File: config.mk
export PLATFORM = sky130hd
export DESIGN_NAME = dma_src_addr_gen
export DESIGN_NICKNAME = d
export VERILOG_FILES = /design/src/rtl/dsa_pkg.sv /design/src/rtl/dsa_window_decode.sv /design/src/rtl/dsa_step_calc.sv /design/src/rtl/dsa_wrap_flag.sv /design/src/rtl/dma_src_addr_gen.sv
export SDC_FILE = /design/constraint.sdc
export NUM_CORES = 1
export LEC_CHECK = 0
export ABC_CLOCK_PERIOD_IN_PS = 4000
export BUFFER_PORTS_ARGS = -buffer_cell sky130_fd_sc_hd__buf_2
export CAP_MARGIN = 5
export CORE_UTILIZATION = 52
export CTS_BUF_LIST = sky130_fd_sc_hd__clkbuf_8 sky130_fd_sc_hd__clkbuf_16
export DETAILED_ROUTE_END_ITERATION = 6
export PLACE_DENSITY_LB_ADDON = 0.25
export SLEW_MARGIN = 0
export SYNTH_ARGS = -nofsm -noshare
export SYNTH_HDL_FRONTEND = slang
export SYNTH_SLANG_ARGS = --single-unit
File: constraint.sdc
create_clock -name clk -period 4 [get_ports clk]
set_clock_uncertainty 0.2 [all_clocks]
set_input_delay 0.6 -clock clk [delete_from_list [all_inputs] [get_ports clk]]
set_output_delay 0.6 -clock clk [all_outputs]
set_load 0.05 [all_outputs]
File: src/rtl/dsa_pkg.sv
// Package dsa_pkg
// Shared encodings for the DMA source address generator.
// Assumes: step_mode is a 2-bit field whose top bit enables movement.
package dsa_pkg;

    typedef enum logic [1:0] {
        MODE_HOLD_A = 2'b00,
        MODE_HOLD_B = 2'b01,
        MODE_UP     = 2'b10,
        MODE_DOWN   = 2'b11
    } step_mode_e;

    // True when the mode moves the address at all.
    function automatic logic mode_moves(input logic [1:0] m);
        return m[1];
    endfunction

endpackage

File: src/rtl/dsa_window_decode.sv
// Module dsa_window_decode
// Turns the window-size code into a bit mask of the address bits that may
// move, plus a flag that a real window is active and a reserved-code error.
// Assumes: codes above ADDR_W-1 are reserved and mean "no window".
module dsa_window_decode #(
    parameter int ADDR_W = 24,
    parameter int SEL_W  = 5
) (
    input  logic [SEL_W-1:0]  repeat_sel,
    output logic [ADDR_W-1:0] win_mask,
    output logic              win_on,
    output logic              code_bad
);
    localparam logic [SEL_W-1:0] MAX_CODE = SEL_W'(ADDR_W - 1);

    // Classify the code: active window, reserved, or none.
    always_comb begin
        code_bad = (repeat_sel > MAX_CODE);
        win_on   = (repeat_sel != '0) && !code_bad;
    end

    // One mask bit per address bit: movable if no window or below N.
    genvar g;
    generate
        for (g = 0; g < ADDR_W; g++) begin : g_mask
            localparam logic [SEL_W-1:0] BIT_IDX = SEL_W'(g);
            assign win_mask[g] = !win_on || (BIT_IDX < repeat_sel);
        end
    endgenerate

endmodule

File: src/rtl/dsa_step_calc.sv
// Module dsa_step_calc
// Computes the address after one step and whether that step leaves the
// window. Purely combinational.
// Assumes: win_mask is a contiguous run of ones from bit 0.
module dsa_step_calc
    import dsa_pkg::*;
#(
    parameter int ADDR_W = 24
) (
    input  logic [ADDR_W-1:0] cur_addr,
    input  logic [1:0]        step_mode,
    input  logic              word_size,
    input  logic [ADDR_W-1:0] win_mask,
    input  logic              win_on,
    output logic [ADDR_W-1:0] next_addr,
    output logic              wrap_hit
);
    localparam int EXT_W = ADDR_W + 1;

    logic [EXT_W-1:0] step_ext;
    logic [EXT_W-1:0] low_ext;
    logic [EXT_W-1:0] mask_ext;
    logic [EXT_W-1:0] up_sum;
    logic [EXT_W-1:0] down_diff;
    logic [EXT_W-1:0] result;
    logic             go_up;
    logic             go_down;
    logic             carry_out;
    logic             borrow_out;

    // Select the step size and the movable low part of the address.
    always_comb begin
        step_ext = word_size ? EXT_W'(2) : EXT_W'(1);
        low_ext  = {1'b0, cur_addr & win_mask};
        mask_ext = {1'b0, win_mask};
    end

    // Both candidate results, with one spare bit for carry and borrow.
    always_comb begin
        up_sum    = low_ext + step_ext;
        down_diff = low_ext - step_ext;
        go_up     = (step_mode == MODE_UP);
        go_down   = (step_mode == MODE_DOWN);
        carry_out  = (up_sum > mask_ext);
        borrow_out = down_diff[EXT_W-1];
    end

    // Merge the frozen upper bits with the moved low bits.
    always_comb begin
        result = go_down ? down_diff : up_sum;
        if (mode_moves(step_mode)) begin
            next_addr = (cur_addr & ~win_mask) | (result[ADDR_W-1:0] & win_mask);
        end else begin
            next_addr = cur_addr;
        end
    end

    // A window overflow needs an active window and a carry or borrow.
    always_comb begin
        wrap_hit = win_on && ((go_up && carry_out) || (go_down && borrow_out));
    end

endmodule

File: src/rtl/dsa_wrap_flag.sv
// Module dsa_wrap_flag
// Sticky overflow flag with a clear pulse and an enable-gated interrupt.
// Assumes: a set and a clear in the same cycle leave the flag set.
module dsa_wrap_flag (
    input  logic clk,
    input  logic rst_n,
    input  logic set_i,
    input  logic clear_i,
    input  logic irq_en,
    output logic flag_o,
    output logic irq_o
);
    logic flag_q;

    // Hold the flag; set has priority over clear.
    always_ff @(posedge clk) begin
        if (!rst_n) begin
            flag_q <= 1'b0;
        end else if (set_i) begin
            flag_q <= 1'b1;
        end else if (clear_i) begin
            flag_q <= 1'b0;
        end
    end

    // Drive the outputs from the stored flag.
    always_comb begin
        flag_o = flag_q;
        irq_o  = flag_q && irq_en;
    end

endmodule

File: src/rtl/dma_src_addr_gen.sv
// Module dma_src_addr_gen
// Source address register for one DMA channel. A load takes priority over a
// transfer strobe; each strobe moves the address by one step, either across
// the full width or inside a power-of-two window in the low bits.
// Assumes: control fields are steady in cycles that carry a strobe.
module dma_src_addr_gen #(
    parameter int ADDR_W = 24,
    parameter int SEL_W  = 5
) (
    input  logic              clk,
    input  logic              rst_n,
    input  logic              load_en,
    input  logic [ADDR_W-1:0] load_addr,
    input  logic              xfer_strobe,
    input  logic              flag_clear,
    input  logic [1:0]        step_mode,
    input  logic              word_size,
    input  logic [SEL_W-1:0]  repeat_sel,
    input  logic              irq_en,
    output logic [ADDR_W-1:0] addr,
    output logic              repeat_flag,
    output logic              irq,
    output logic              config_error
);
    logic [ADDR_W-1:0] addr_q;
    logic [ADDR_W-1:0] win_mask;
    logic [ADDR_W-1:0] stepped;
    logic              win_on;
    logic              wrap_hit;
    logic              take_step;

    dsa_window_decode #(.ADDR_W(ADDR_W), .SEL_W(SEL_W)) u_decode (
        .repeat_sel (repeat_sel),
        .win_mask   (win_mask),
        .win_on     (win_on),
        .code_bad   (config_error)
    );

    dsa_step_calc #(.ADDR_W(ADDR_W)) u_step (
        .cur_addr  (addr_q),
        .step_mode (step_mode),
        .word_size (word_size),
        .win_mask  (win_mask),
        .win_on    (win_on),
        .next_addr (stepped),
        .wrap_hit  (wrap_hit)
    );

    // A strobe only counts when no load competes for the register.
    always_comb begin
        take_step = xfer_strobe && !load_en;
    end

    // Address register: load first, then one step per strobe.
    always_ff @(posedge clk) begin
        if (!rst_n) begin
            addr_q <= '0;
        end else if (load_en) begin
            addr_q <= load_addr;
        end else if (take_step) begin
            addr_q <= stepped;
        end
    end

    dsa_wrap_flag u_flag (
        .clk     (clk),
        .rst_n   (rst_n),
        .set_i   (take_step && wrap_hit),
        .clear_i (flag_clear),
        .irq_en  (irq_en),
        .flag_o  (repeat_flag),
        .irq_o   (irq)
    );

    // Expose the register.
    always_comb begin
        addr = addr_q;
    end

endmodule

**Yosys cells after proc, flatten, opt, wreduce, memory -nomap -nowiden**

Cells that the tools add are included.
W data, S select, Z words.

- Output and inout port bits: 27
- Input bits: 38
- Logic and storage cells: 84
- Bits in registers: 25

- Add/subtract/negate cells: 2
- Muxes and demuxes: 7
- Order comparisons: 26
- Reductions and logical operators: 40
- Bitwise operators: 5
- Equal/unequal tests: 2

Operator list:

| kind | count |
|---|---|
| $mux W24 | 4 |
| $and A24 B24 Y24 | 3 |
| $lt A4 B5 Y1 const A | 8 |
| $lt A5 B5 Y1 const A | 8 |
| $add A24 B2 Y25 | 1 |
| $gt A25 B24 Y1 | 1 |
| $logic_or A1 B1 Y1 | 25 |
| $sub A24 B2 Y25 | 1 |
| $not A24 Y24 | 1 |
| $or A24 B24 Y24 | 1 |
| $lt A3 B5 Y1 const A | 4 |
| $lt A1 B5 Y1 const A | 2 |
| $lt A2 B5 Y1 const A | 2 |
| $logic_and A1 B1 Y1 | 7 |
| $reduce_bool A2 Y1 | 3 |
| $gt A5 B5 Y1 const B | 1 |
| $reduce_bool A5 Y1 | 1 |
| $eq A2 B2 Y1 const B | 2 |
| $logic_not A1 Y1 | 3 |
| $mux W1 | 2 |
| $mux W2 | 1 |
| $reduce_and A2 Y1 | 1 |

**Longest topological paths before layout**

Gate-level depths: netlist of the first run.

- Depth in word-level cells: 13
- Depth in mapped cells: 18
- Gate-level depth less buffers: 17

**Hierarchy**

From an unflattened synthesis of the first run, not the netlist that was laid out.

- Cell total of the unflattened synthesis: 498
- Area total of the unflattened synthesis: 3870.0 µm²

Modules (own cells, without submodules):

| module | times used | area an instance (µm²) | cells each | sequential area each (µm²) |
|---|---|---|---|---|
| dsa_step_calc | 1 | 2159.6 | 326 | 0.0 |
| dma_src_addr_gen | 1 | 1301.2 | 108 | 480.5 |
| dsa_window_decode | 1 | 360.3 | 60 | 0.0 |
| dsa_wrap_flag | 1 | 48.8 | 4 | 20.0 |

**Least setup slack after synthesis of the first run**

Ideal clock, no wire load.

- Path type: input port to flip-flop
- From: input repeat_sel[2]
- To: register u_flag.flag_q, in the netlist u_flag.flag_o
- Library setup time: 124 ps
- Stages on the path: 13
- Path buffers: 1
- Data required time: 3676 ps
- Setup slack: 51 ps
- Data arrival time: 3625 ps
- Cell sequence: buf_2 -> or4_1 -> nor2_1 -> o21ai_1 -> or3_1 -> nor4_1 -> xnor2_1 -> ha_1 -> a211o_1 -> a2111oi_0 -> nand3_1 -> o21ai_0 -> a31oi_1

- Cells in the longest elaborated chain, start to end: 13
- Elaborated cells between the ends (all ways): 64
- Classes of those cells: add/sub (2); order compare (26); mux (1); bitwise (1); reduce/logical (34)

RTL lines:

| what | line | source |
|---|---|---|
| start, declared | dma_src_addr_gen.sv:18 | `input logic [SEL_W-1:0] repeat_sel,` |
| $gt A5 B5 Y1 | dsa_window_decode.sv:18 | `code_bad = (repeat_sel > MAX_CODE);` |
| $logic_not A1 Y1 | dsa_window_decode.sv:19 | `win_on = (repeat_sel != '0) && !code_bad;` |
| $logic_and A1 B1 Y1 | dsa_window_decode.sv:19 |  |
| $logic_not A1 Y1 | dsa_window_decode.sv:27 | `assign win_mask[g] = !win_on \|\| (BIT_IDX < repeat_sel);` |
| $logic_or A1 B1 Y1 | dsa_window_decode.sv:27 |  |
| $and A24 B24 Y24 | dsa_step_calc.sv:34 | `low_ext = {1'b0, cur_addr & win_mask};` |
| $add A24 B2 Y25 | dsa_step_calc.sv:40 | `up_sum = low_ext + step_ext;` |
| $gt A25 B24 Y1 | dsa_step_calc.sv:44 | `carry_out = (up_sum > mask_ext);` |
| $logic_and A1 B1 Y1 | dsa_step_calc.sv:60 | `wrap_hit = win_on && ((go_up && carry_out) \|\| (go_down && borrow_out));` |
| $logic_or A1 B1 Y1 | dsa_step_calc.sv:60 |  |
| $logic_and A1 B1 Y1 (*) | dsa_step_calc.sv:60 |  |
| $logic_and A1 B1 Y1 (*) | dma_src_addr_gen.sv:68 | `.set_i (take_step && wrap_hit),` |
| $mux W1 / $reduce_bool A2 Y1 (equally long branches) | n/a |  |
| end signal, assigned | dsa_wrap_flag.sv:18 | `flag_q <= 1'b0;` |
| end signal, assigned | dsa_wrap_flag.sv:20 | `flag_q <= 1'b1;` |
| end signal, assigned | dsa_wrap_flag.sv:22 | `flag_q <= 1'b0;` |
| end, declared | dsa_wrap_flag.sv:13 | `logic flag_q;` |

Every way passes the cells marked *; elsewhere a longest branch is shown, timed or not.
A chain may end at the register's enable or synchronous reset.

**Final worst setup path of the first run**

- From: input repeat_sel[1]
- To: register u_flag.flag_q, in the netlist u_flag.flag_o

The elaborated chain is that of the path after synthesis.

==> flow_summary_export.csv, run 1 <==
group,metric,value,unit
layout,antenna_cells,0,
clock_network,cts.clk_slew.worst_paths,0.11,ns
layout,drive_gt1_share,26.5,%
logic_synthesis,yosysTopAreaCellShare,14.0,%
setup_path,crit_chain,"buf_2 > or4_1 > nor2_1 > o21ai_1 > or3_1 > nor4_1 > xnor2_1 > ha_1 > a211o_1 > a2111oi_1 > nand3_1 > o21ai_0 > a31oi_1",
logic_synthesis,netlist_instances,503,
logic_synthesis,synth_enable_flop_cells,0,
setup_path,worst-path-buf-inv,1,
routing,wl_per_cell,17.7,µm
status,violations,"design-rule violations",
logic_synthesis,ys_async_sr_fraction,0,%
setup_path,crit_start,"repeat_sel[1]",
sta,grt_setup_unrepaired,"no",
logic_synthesis,synth_mux_area_share,1.68,%
clock_network,cts_buffers,3,
setup_path,max_stage_delay,0.60,ns
sta,finalSetupViolations,0,
sta,slew_violations,0,
sta,setup_tns,0,ns
logic_synthesis,syn-cell-area,3570,µm²
clock_network,cts_resized,0,
power,ir_drop,0.133,mV
die,start_util,54.9,%
grt,antenna_found_initial,0,
power,power.leakage,2.04,nW
logic_synthesis,synth_compound_area_share,25.9,%
clock_network,root_buffer,"clkbuf_8",
die,dieArea,7200,µm²
setup_path,cp_max_fo,9,
routing,drtIter0Drc,316,
layout,design_area,4480,µm²
logic_synthesis,synth_top_family_by_area,"simple AND/OR/NAND/NOR gates",
routing,vias,4174,
clock_network,postCtsHoldBufs,0,
hold_path,min_from,"load_addr[0]",
power,p_per_area,204,nW/µm²
setup_path,crit_required,3.98,ns
grt,grt_pass1_vias,3751,
logic_synthesis,synth-seq-cells,25,
layout,seqCellArea,500,µm²
placed_design,place.gp.congestion,1.02,
grt,busiest_layer,"met2",
logic_synthesis,synthTopCellsByCount,"nand2_1 (51), nor2_1 (50), o21ai_0 (33)",
status,status,"complete, but fails checks",
clock_network,clock_sinks,25,
grt,gr-total-overflow,0,
routing,final_antenna_net_count,0,
grt,grt_max_degree,35,
logic_synthesis,synth_most_common_cell,"nand2_1",
placed_design,dpl_cell_area,4400,µm²
setup_path,path_delay_family,"simple AND/OR/NAND/NOR gates",
sta,slew_headroom,40.0,%
setup_path,path_class,"primary input to flip-flop",
routing,drc,6,
setup_path,cp_slowest_cell,"or4_1",
clock_network,cts_tree,"yes",
logic_synthesis,avgSynthCellArea,7.09,µm²
grt,grtUsageTotal,33.8,%
placed_design,dpl.hpwl,9.40,mm
clock_network,h-tree-depth,1,
layout,final_nets,682,
job,drv_cap,0,
logic_synthesis,yosysTopAreaCell,"dfxtp_1",
sta,clock.fmax,262,MHz
logic_synthesis,synth_top_flop_cell,"dfxtp_1",
logic_synthesis,synthSimpleGateAreaFrac,31.1,%
placed_design,port_buffers,64,
logic_synthesis,synth_seq_area_share,14.0,%
logic_synthesis,synth-xor-area-share,11.3,%
setup_path,end_kind,"flip-flop",
layout,multiInputGateArea,2900,µm²
die,io_pins,65,
routing,viasPerCell,6.04,
die,die_y,84.8,µm
clock_network,clock_latency,0.29,ns
routing,routed_wl,12.2,mm
sta,hold_viol,0,
clock_network,ctsLongestPathBuffers,2,
hold_path,hp-class,"primary input to flip-flop",
routing,firstDrtPassIters,7,
die,core-area,6490,µm²
clock_network,cts_setup_buffers,0,
grt,grt_use_met1,49.0,%
setup_path,startpoint_type,"primary input",
die,row_count,29,
sta,worst_pin_slew,0.898,ns
layout,areaGrowthSynthToFinish,25.5,%
grt,grt_use_met3,6.13,%
sta,min_period,3.81,ns
logic_synthesis,yosys-top-cells-area,"dfxtp_1 (14%), ha_1 (10%), xnor2_1 (6.4%)",
die,die_x,84.8,µm
logic_synthesis,synth_cell_type_count,73,
sta,period_share,95.3,%
logic_synthesis,yosysWarnings,0,
grt,grt_pass1_wl,19.0,mm
logic_synthesis,syn-num-nets,570,
logic_synthesis,synth_fa_ha_area_share,10.8,%
layout,fillCellCount,581,
setup_path,crit_arrival,3.79,ns
grt,grt_use_met2,51.4,%
==> where the power goes <==
group	switching [mW]	internal [mW]	leakage, nW
Combinational	0.279	0.171	1.81
Clock	0.105	0.0704	0.0255
Sequential	0.0244	0.266	0.207
Total	0.408	0.507	2.04
==> cells by family after synthesis <==
kind of cell	Yosys count
adders and majority gates	31
other	1
and+or+nand+nor	217
muxes	6
AOI/OAI and AO/OA	134
DFF	25
buffers and inverters	44
xor gates and xnor gates	45
==> area by class of cell <==
cell class	count	area share [%]
clock buffers	3	0.923
multi-input cells	434	64.8
repair buffers	135	19.5
flip-flops and latches	25	11.2
well taps	77	2.15
inverters	16	1.34
clock inverters	1	0.112
==> worst reg2reg max path: stages, from the launching register on <==
cell and delay (ns):
dfxtp_1 0.43, a21boi_2 0.23, xnor2_1 0.17, inv_1 0.07
ha_1 0.21, o2111a_2 0.33, nand2_1 0.14, nor3_1 0.08
buf_4 0.16, xnor2_1 0.14, ha_1 0.29, nand2_1 0.06
nor3_1 0.17, buf_4 0.15, o311ai_0 0.18, nand3_1 0.12
o21ai_0 0.09, a31oi_1 0.17
==> layer usage <==
| layer | share of wire, % | up-vias |
|---|---|---|
| li1 | - | 2062 |
| met1 | 47 | 1907 |
| met2 | 43 | 194 |
| met3 | 8.6 | 11 |
| met4 | 0.86 | 0 |
| met5 | 0 | - |
==> final timing paths <==
| path | endpoint | slack (ns) | depth (start not counted) |
|---|---|---|---|
| max reg2reg | u_flag.flag_o | 0.54 | 17 |
| min reg2reg | flip-flop | 0.40 | 2 |
| max | u_flag.flag_o | 0.19 | 13 |
| min | flip-flop | 0.35 | 3 |
==> placed cells by master, fill, tap and decap left out, types with 20 or more instances in the layout <==
cell type / Yosys / final
o21ai_0: 33 / 32
nand2_1: 51 / 51
ha_1: 29 / 29
dfxtp_1: 25 / 25
nor2_1: 50 / 50
a21oi_1: 28 / 28
buf_2: 3 / 64
xnor2_1: 26 / 26
buf_4: 2 / 68
nand3_1: 20 / 20
==> stage by stage <==
stage	hold WS [ns]	std cells	utilization, %	worst slack [ns]	power (mW)
floorplan	0.567	503	-	0.0508	0.585
global placement	0.381	686	67.7	-0.0415	0.727
detailed placement	0.380	686	67.7	-0.103	0.732
CTS	0.353	690	68.4	0.208	0.912
global route	0.378	691	68.9	0.00658	0.966
finish	0.355	691	68.9	0.186	0.915
Note: power is estimated with default switching activity, not from simulation.
==> run 2, diff against run 1 <==
--- a/config.mk
+++ b/config.mk
@@ -8,10 +8,13 @@
 export ABC_CLOCK_PERIOD_IN_PS = 4000
 export BUFFER_PORTS_ARGS = -buffer_cell sky130_fd_sc_hd__buf_2
 export CAP_MARGIN = 5
-export CORE_UTILIZATION = 52
+export CELL_PAD_IN_SITES_DETAIL_PLACEMENT = 1
+export CELL_PAD_IN_SITES_GLOBAL_PLACEMENT = 1
+export CORE_UTILIZATION = 37
 export CTS_BUF_LIST = sky130_fd_sc_hd__clkbuf_8 sky130_fd_sc_hd__clkbuf_16
 export DETAILED_ROUTE_END_ITERATION = 6
 export PLACE_DENSITY_LB_ADDON = 0.25
+export SETUP_SLACK_MARGIN = 0.5
 export SLEW_MARGIN = 0
 export SYNTH_ARGS = -nofsm -noshare
 export SYNTH_HDL_FRONTEND = slang
==> run 2 against run 1 <==
The flow now finishes without violations. Utilization shrank 14 points. Cell area grew 13%. Highest routed layer unchanged. Largest cell class unchanged. Critical path type unchanged. Sequential power about the same. Clock power increased by 3%. Flip-flop and latch count stayed put.
==> flow_summary_export.csv, run 2 (synthesis results as in run 1) <==
group,metric,value,unit
sta,period_share,91.0,%
layout,antenna_cells,0,
die,dieArea,10000,µm²
sta,hold_viol,0,
routing,viasPerCell,5.79,
grt,grtUsageTotal,30.2,%
power,p_clk_share,18.4,%
setup_path,crit_arrival,3.64,ns
sta,clock.fmax,275,MHz
layout,drive_gt1_share,35.0,%
clock_network,clock_latency,0.30,ns
layout,finalNonFillerCells,763,
layout,finalCoreUtilization,54.5,%
routing,final_antenna_net_count,0,
setup_path,path_class,"primary input to flip-flop",
sta,slew_headroom,45.7,%
sta,setup_tns,0,ns
routing,vias,4421,
sta,hold_ws,0.360,ns
sta,min_period,3.64,ns
power,seqPwrFrac,29.5,%
sta,worst_pin_slew,0.814,ns
grt,grt_pass1_vias,4306,
placed_design,pre_cts_ws,-0.0240,ns
clock_network,cts.clk_slew.worst_paths,0.12,ns
layout,final_nets,702,
die,start_util,38.4,%
power,p_comb_share,52.1,%
power,ir_drop,0.119,mV
setup_path,cp_max_fo,5,
sta,slew_violations,0,
power,p_per_area,195,nW/µm²
power,switching_share,45.9,%
routing,routed_wl,15.5,mm
hold_path,hp-class,"primary input to flip-flop",
setup_path,reg2regPathDepth,15,
die,die_y,100,µm
grt,grt_max_degree,34,
placed_design,place.gp.congestion,0.976,
clock_network,h-tree-depth,1,
routing,wl_per_cell,20.3,µm
placed_design,dp_cells,736,
sta,finalSetupViolations,0,
layout,fillCellCount,1194,
setup_path,startpoint_type,"primary input",
clock_network,cts_buffers,3,
clock_network,postCtsHoldBufs,0,
hold_path,whs_path_depth,3,
placed_design,dpl.hpwl,11.7,mm
clock_network,ctsLongestPathBuffers,2,
setup_path,crit_start,"repeat_sel[4]",
placed_design,port_buffers,64,
grt,antenna_found_initial,0,
routing,firstDrtPassIters,4,
job,drv_cap,0,
layout,multiInputGateArea,3220,µm²
power,switchingPower,0.454,mW
routing,drtIter0Drc,234,
layout,areaGrowthSynthToFinish,41.9,%
clock_network,cts_tree,"yes",
layout,final_common_cell,"buf_4",
status,status,"finished, final reports clean",
setup_path,crit_required,4.00,ns
clock_network,root_buffer,"clkbuf_8",
clock_network,clock_sinks,25,
sta,fin_ws,0.361,ns
sta,grt_setup_unrepaired,"yes",
die,die_x,100,µm
die,row_count,35,
hold_path,min_from,"load_addr[16]",
die,core-area,9280,µm²
power,power.leakage,2.25,nW
layout,final_cell_mix,"buf_4 (83), buf_2 (60), nand2_1 (49), nor2_1 (47), o21ai_0 (31)",
grt,gr-total-overflow,0,
layout,seqCellArea,500,µm²
power,p_int,0.534,mW
routing,drc,0,
setup_path,end_kind,"flip-flop",
grt,grt_pass1_wl,23.1,mm
die,io_pins,65,
run 2: cell types whose count changed in the layout (fill, tap and decap cells not counted), sizes merged:
| cell | change |
|---|---|
| buf | +21 |
| clkdlybuf4s15 | -1 |
| clkinv | -1 |
| inv | +1 |
run 2: cell type report:
class / instances / area share [%]
multi-input cells: 434 / 63.6
flip-flops and latches: 25 / 9.89
well taps: 129 / 3.19
repair buffers: 155 / 21.3
clock inverters: 1 / 0.0742
inverters: 16 / 1.19
clock buffers: 3 / 0.816
run 2: stage by stage:
step | power (mW) | cell area [µm²]
floorplan | 0.596 | 3690
global placement | 0.748 | 4560
detailed placement | 0.761 | 4560
CTS | 0.960 | 4780
global route | 1.04 | 5060
finish | 0.988 | 5060
run 2: final timing paths:
kind | slack, ns | endpoint
worst min-delay path | 0.36 | flip-flop
worst min register to register | 0.41 | flip-flop
worst max register to register | 0.64 | u_flag.flag_o
worst max-delay path | 0.36 | u_flag.flag_o
run 2: routing by layer:
layer / GRT usage [%] / share of wire [%] / routed length (µm) / vias to the layer above
li1: - / - / - / 2095
met2: 50.9 / 48 / 7490 / 131
met5: 0 / 0 / 0 / -
met1: 40.6 / 46 / 7130 / 2174
met3: 3.13 / 4.1 / 641 / 21
met4: 8.70 / 1.6 / 252 / 0
run 2: timing repair:
| action | 4_1_cts | 5_1_grt |
|---|---|---|
| endpoints found under the setup margin | 1 | 1 |
| buffers inserted | 11 | 12 |
| pin swaps | 19 | 30 |
| gates resized for setup | 24 | 32 |
run 2: critical path, cell delays in order:
cell       delay [ns]
buf_2            0.14
nor3b_4          0.29
a21boi_2         0.11
xnor2_1          0.20
inv_1            0.07
ha_2             0.19
o2111a_2         0.33
buf_4            0.16
nand4_1          0.13
xor2_2           0.24
ha_4             0.26
a21oi_4          0.18
o21ai_4          0.10
a2111oi_4        0.27
nand3_1          0.13
o21ai_1          0.16
a31oi_1          0.09
run 2: power by group through the flow:
stage               logic [mW]  clock network, mW  registers (mW)
CTS                      0.482              0.187           0.290
global placement         0.454                  0           0.295
global route             0.552              0.197           0.294
finish                   0.515              0.182           0.292
detailed placement       0.466                  0           0.295
floorplan                0.248                  0           0.348
==> run 3, diff against run 2 <==
--- a/config.mk
+++ b/config.mk
@@ -5,7 +5,7 @@
 export SDC_FILE = /design/constraint.sdc
 export NUM_CORES = 1
 export LEC_CHECK = 0
-export ABC_CLOCK_PERIOD_IN_PS = 4000
+export ABC_CLOCK_PERIOD_IN_PS = 3050
 export BUFFER_PORTS_ARGS = -buffer_cell sky130_fd_sc_hd__buf_2
 export CAP_MARGIN = 5
 export CELL_PAD_IN_SITES_DETAIL_PLACEMENT = 1
==> constraint.sdc (replaced) <==
create_clock -name clk -period 3.05 [get_ports clk]
set_clock_uncertainty 0.2 [all_clocks]
set_input_delay 0.4575 -clock clk [delete_from_list [all_inputs] [get_ports clk]]
set_output_delay 0.4575 -clock clk [all_outputs]
set_load 0.05 [all_outputs]
==> run 3 against run 2 <==
The flow now finishes with violations (negative setup slack). Wire length up 63%. Die area is the same. Count of clock-buffer cells in the layout did not move. Via count grew 28%. First-iteration DRC count is 110% higher. Combinational power up 100%. Cell count grew 12%. Sequential share of layout area down 1.9 points. Total power increased by 69%. Global-route usage grew 9.6 points. Utilization is 13 points higher. Non-clock buffer count grew 88. Critical endpoint unchanged. Highest routed layer unchanged.
==> flow_summary_export.csv, run 3 (synthesis results as in run 1) <==
group,metric,value,unit
status,status,"complete, but fails checks",
status,violations,"negative setup slack",
grt,antenna_found_initial,1,
clock_network,clock_sinks,25,
routing,wl_per_cell,29.6,µm
die,die_x,100,µm
clock_network,postCtsHoldBufs,0,
die,row_count,35,
routing,drtIter0Drc,494,
clock_network,root_buffer,"clkbuf_8",
setup_path,r2r-end,"u_flag.flag_o",
setup_path,reg2reg_slack,-0.67,ns
layout,drive_gt1_share,51.1,%
clock_network,cts.clk_slew.worst_paths,0.12,ns
power,ir_drop,0.203,mV
routing,viasPerCell,6.66,
placed_design,place.gp.congestion,0.926,
routing,routed_wl,25.2,mm
hold_path,hp-class,"primary input to flip-flop",
clock_network,cts_tree,"yes",
die,die_y,100,µm
layout,areaGrowthSynthToFinish,76.2,%
setup_path,end_kind,"flip-flop",
clock_network,cts_buffers,3,
sta,slew_headroom,36.1,%
routing,vias,5669,
die,core-area,9280,µm²
sta,worst_pin_slew,0.958,ns
setup_path,reg2regPathDepth,16,
layout,final_cell_mix,"buf_4 (151), buf_2 (61), nand2_1 (47), nor2_1 (41), o21ai_0 (28)",
power,p_total,1.67,mW
sta,period_share,131,%
sta,clock.fmax,251,MHz
layout,antenna_cells,0,
grt,grtUsageTotal,39.7,%
setup_path,cp_max_fo,7,
grt,grt_pass1_wl,30.3,mm
routing,final_antenna_net_count,0,
placed_design,port_buffers,64,
sta,hold_viol,0,
job,drv_cap,0,
grt,gr-total-overflow,0,
clock_network,h-tree-depth,1,
clock_network,ctsLongestPathBuffers,2,
routing,drc,0,
setup_path,crit_arrival,3.98,ns
layout,final_common_cell,"buf_4",
power,p_per_area,266,nW/µm²
placed_design,pre_cts_ws,-0.891,ns
power,power.leakage,2.84,nW
grt,grt_max_degree,24,
placed_design,dpl_cell_area,5200,µm²
die,start_util,38.4,%
grt,grt_pass1_vias,5579,
hold_path,min_from,"load_addr[1]",
setup_path,crit_required,3.05,ns
sta,slew_violations,0,
clock_network,clock_latency,0.30,ns
setup_path,path_class,"primary input to flip-flop",
layout,design_area,6290,µm²
routing,firstDrtPassIters,5,
die,io_pins,65,
sta,fin_ws,-0.934,ns
sta,finalSetupViolations,13,
die,dieArea,10000,µm²
hold_path,whs_path_depth,3,
sta,min_period,3.98,ns
setup_path,startpoint_type,"primary input",
sta,grt_setup_unrepaired,"yes",
placed_design,dpl.hpwl,13.5,mm
layout,final_nets,790,
==> run 3: through the flow <==
step	utilization (%)	hold WS [ns]	TNS, ns	instances
finish	67.7	0.218	-2.01	851
global route	67.7	0.236	-3.17	851
CTS	62.5	0.222	-0.514	837
detailed placement	56.1	0.416	-5.29	813
global placement	56.1	0.392	-3.26	813
floorplan	-	0.424	-0.474	503
==> run 3: power by group <==
part / internal [mW] / leakage, nW / switching [mW]
Combinational: 0.427 / 2.61 / 0.626
Clock: 0.0929 / 0.0255 / 0.155
Sequential: 0.349 / 0.207 / 0.0239
==> run 3: layout make-up <==
class / count / area, µm²
clock buffers: 3 / 41.3
clock inverters: 1 / 5.00
fillers: 1111 / 3000
inverters: 16 / 60.1
multi-input cells: 434 / 3690
flip-flops and latches: 25 / 502
well taps: 129 / 161
repair buffers: 243 / 1830
==> run 3: worst max-delay path by stage <==
stage,from,end,cells past startpoint
finish,repeat_sel[2],u_flag.flag_o,16
global route,repeat_sel[0],u_flag.flag_o,20
CTS,repeat_sel[0],u_flag.flag_o,15
detailed placement,repeat_sel[1],u_flag.flag_o,17
global placement,repeat_sel[1],u_flag.flag_o,14
floorplan,repeat_sel[3],u_flag.flag_o,14
==> run 3: repair_timing <==
action                                  in CTS  in global routing
gates cloned                                 0                  0
gates resized for setup                     78                 76
buffers inserted                            20                 14
pin swaps                                   35                 51
endpoints found under the setup margin      19                 23
==> run 3: metal layers <==
metal	share of wire [%]	GRT usage, %	up-vias
li1	-	-	2264
met1	34	43.4	2704
met4	9.5	24.9	0
met2	46	71.7	487
met5	0	0	-
met3	9.7	6.20	214
==> run 3: worst max-delay path, stage by stage <==
cell and delay [ns]:
buf_4 0.17, or3_1 0.49, a31oi_4 0.24, and3_1 0.34, nand4_1 0.35, nor2_1 0.33, xnor2_1 0.12, ha_1 0.33
nand2_1 0.12, nor3_2 0.29, buf_4 0.22, nand3_1 0.10, o211ai_1 0.13, nor2_1 0.09, o21ai_1 0.10, a31oi_1 0.10
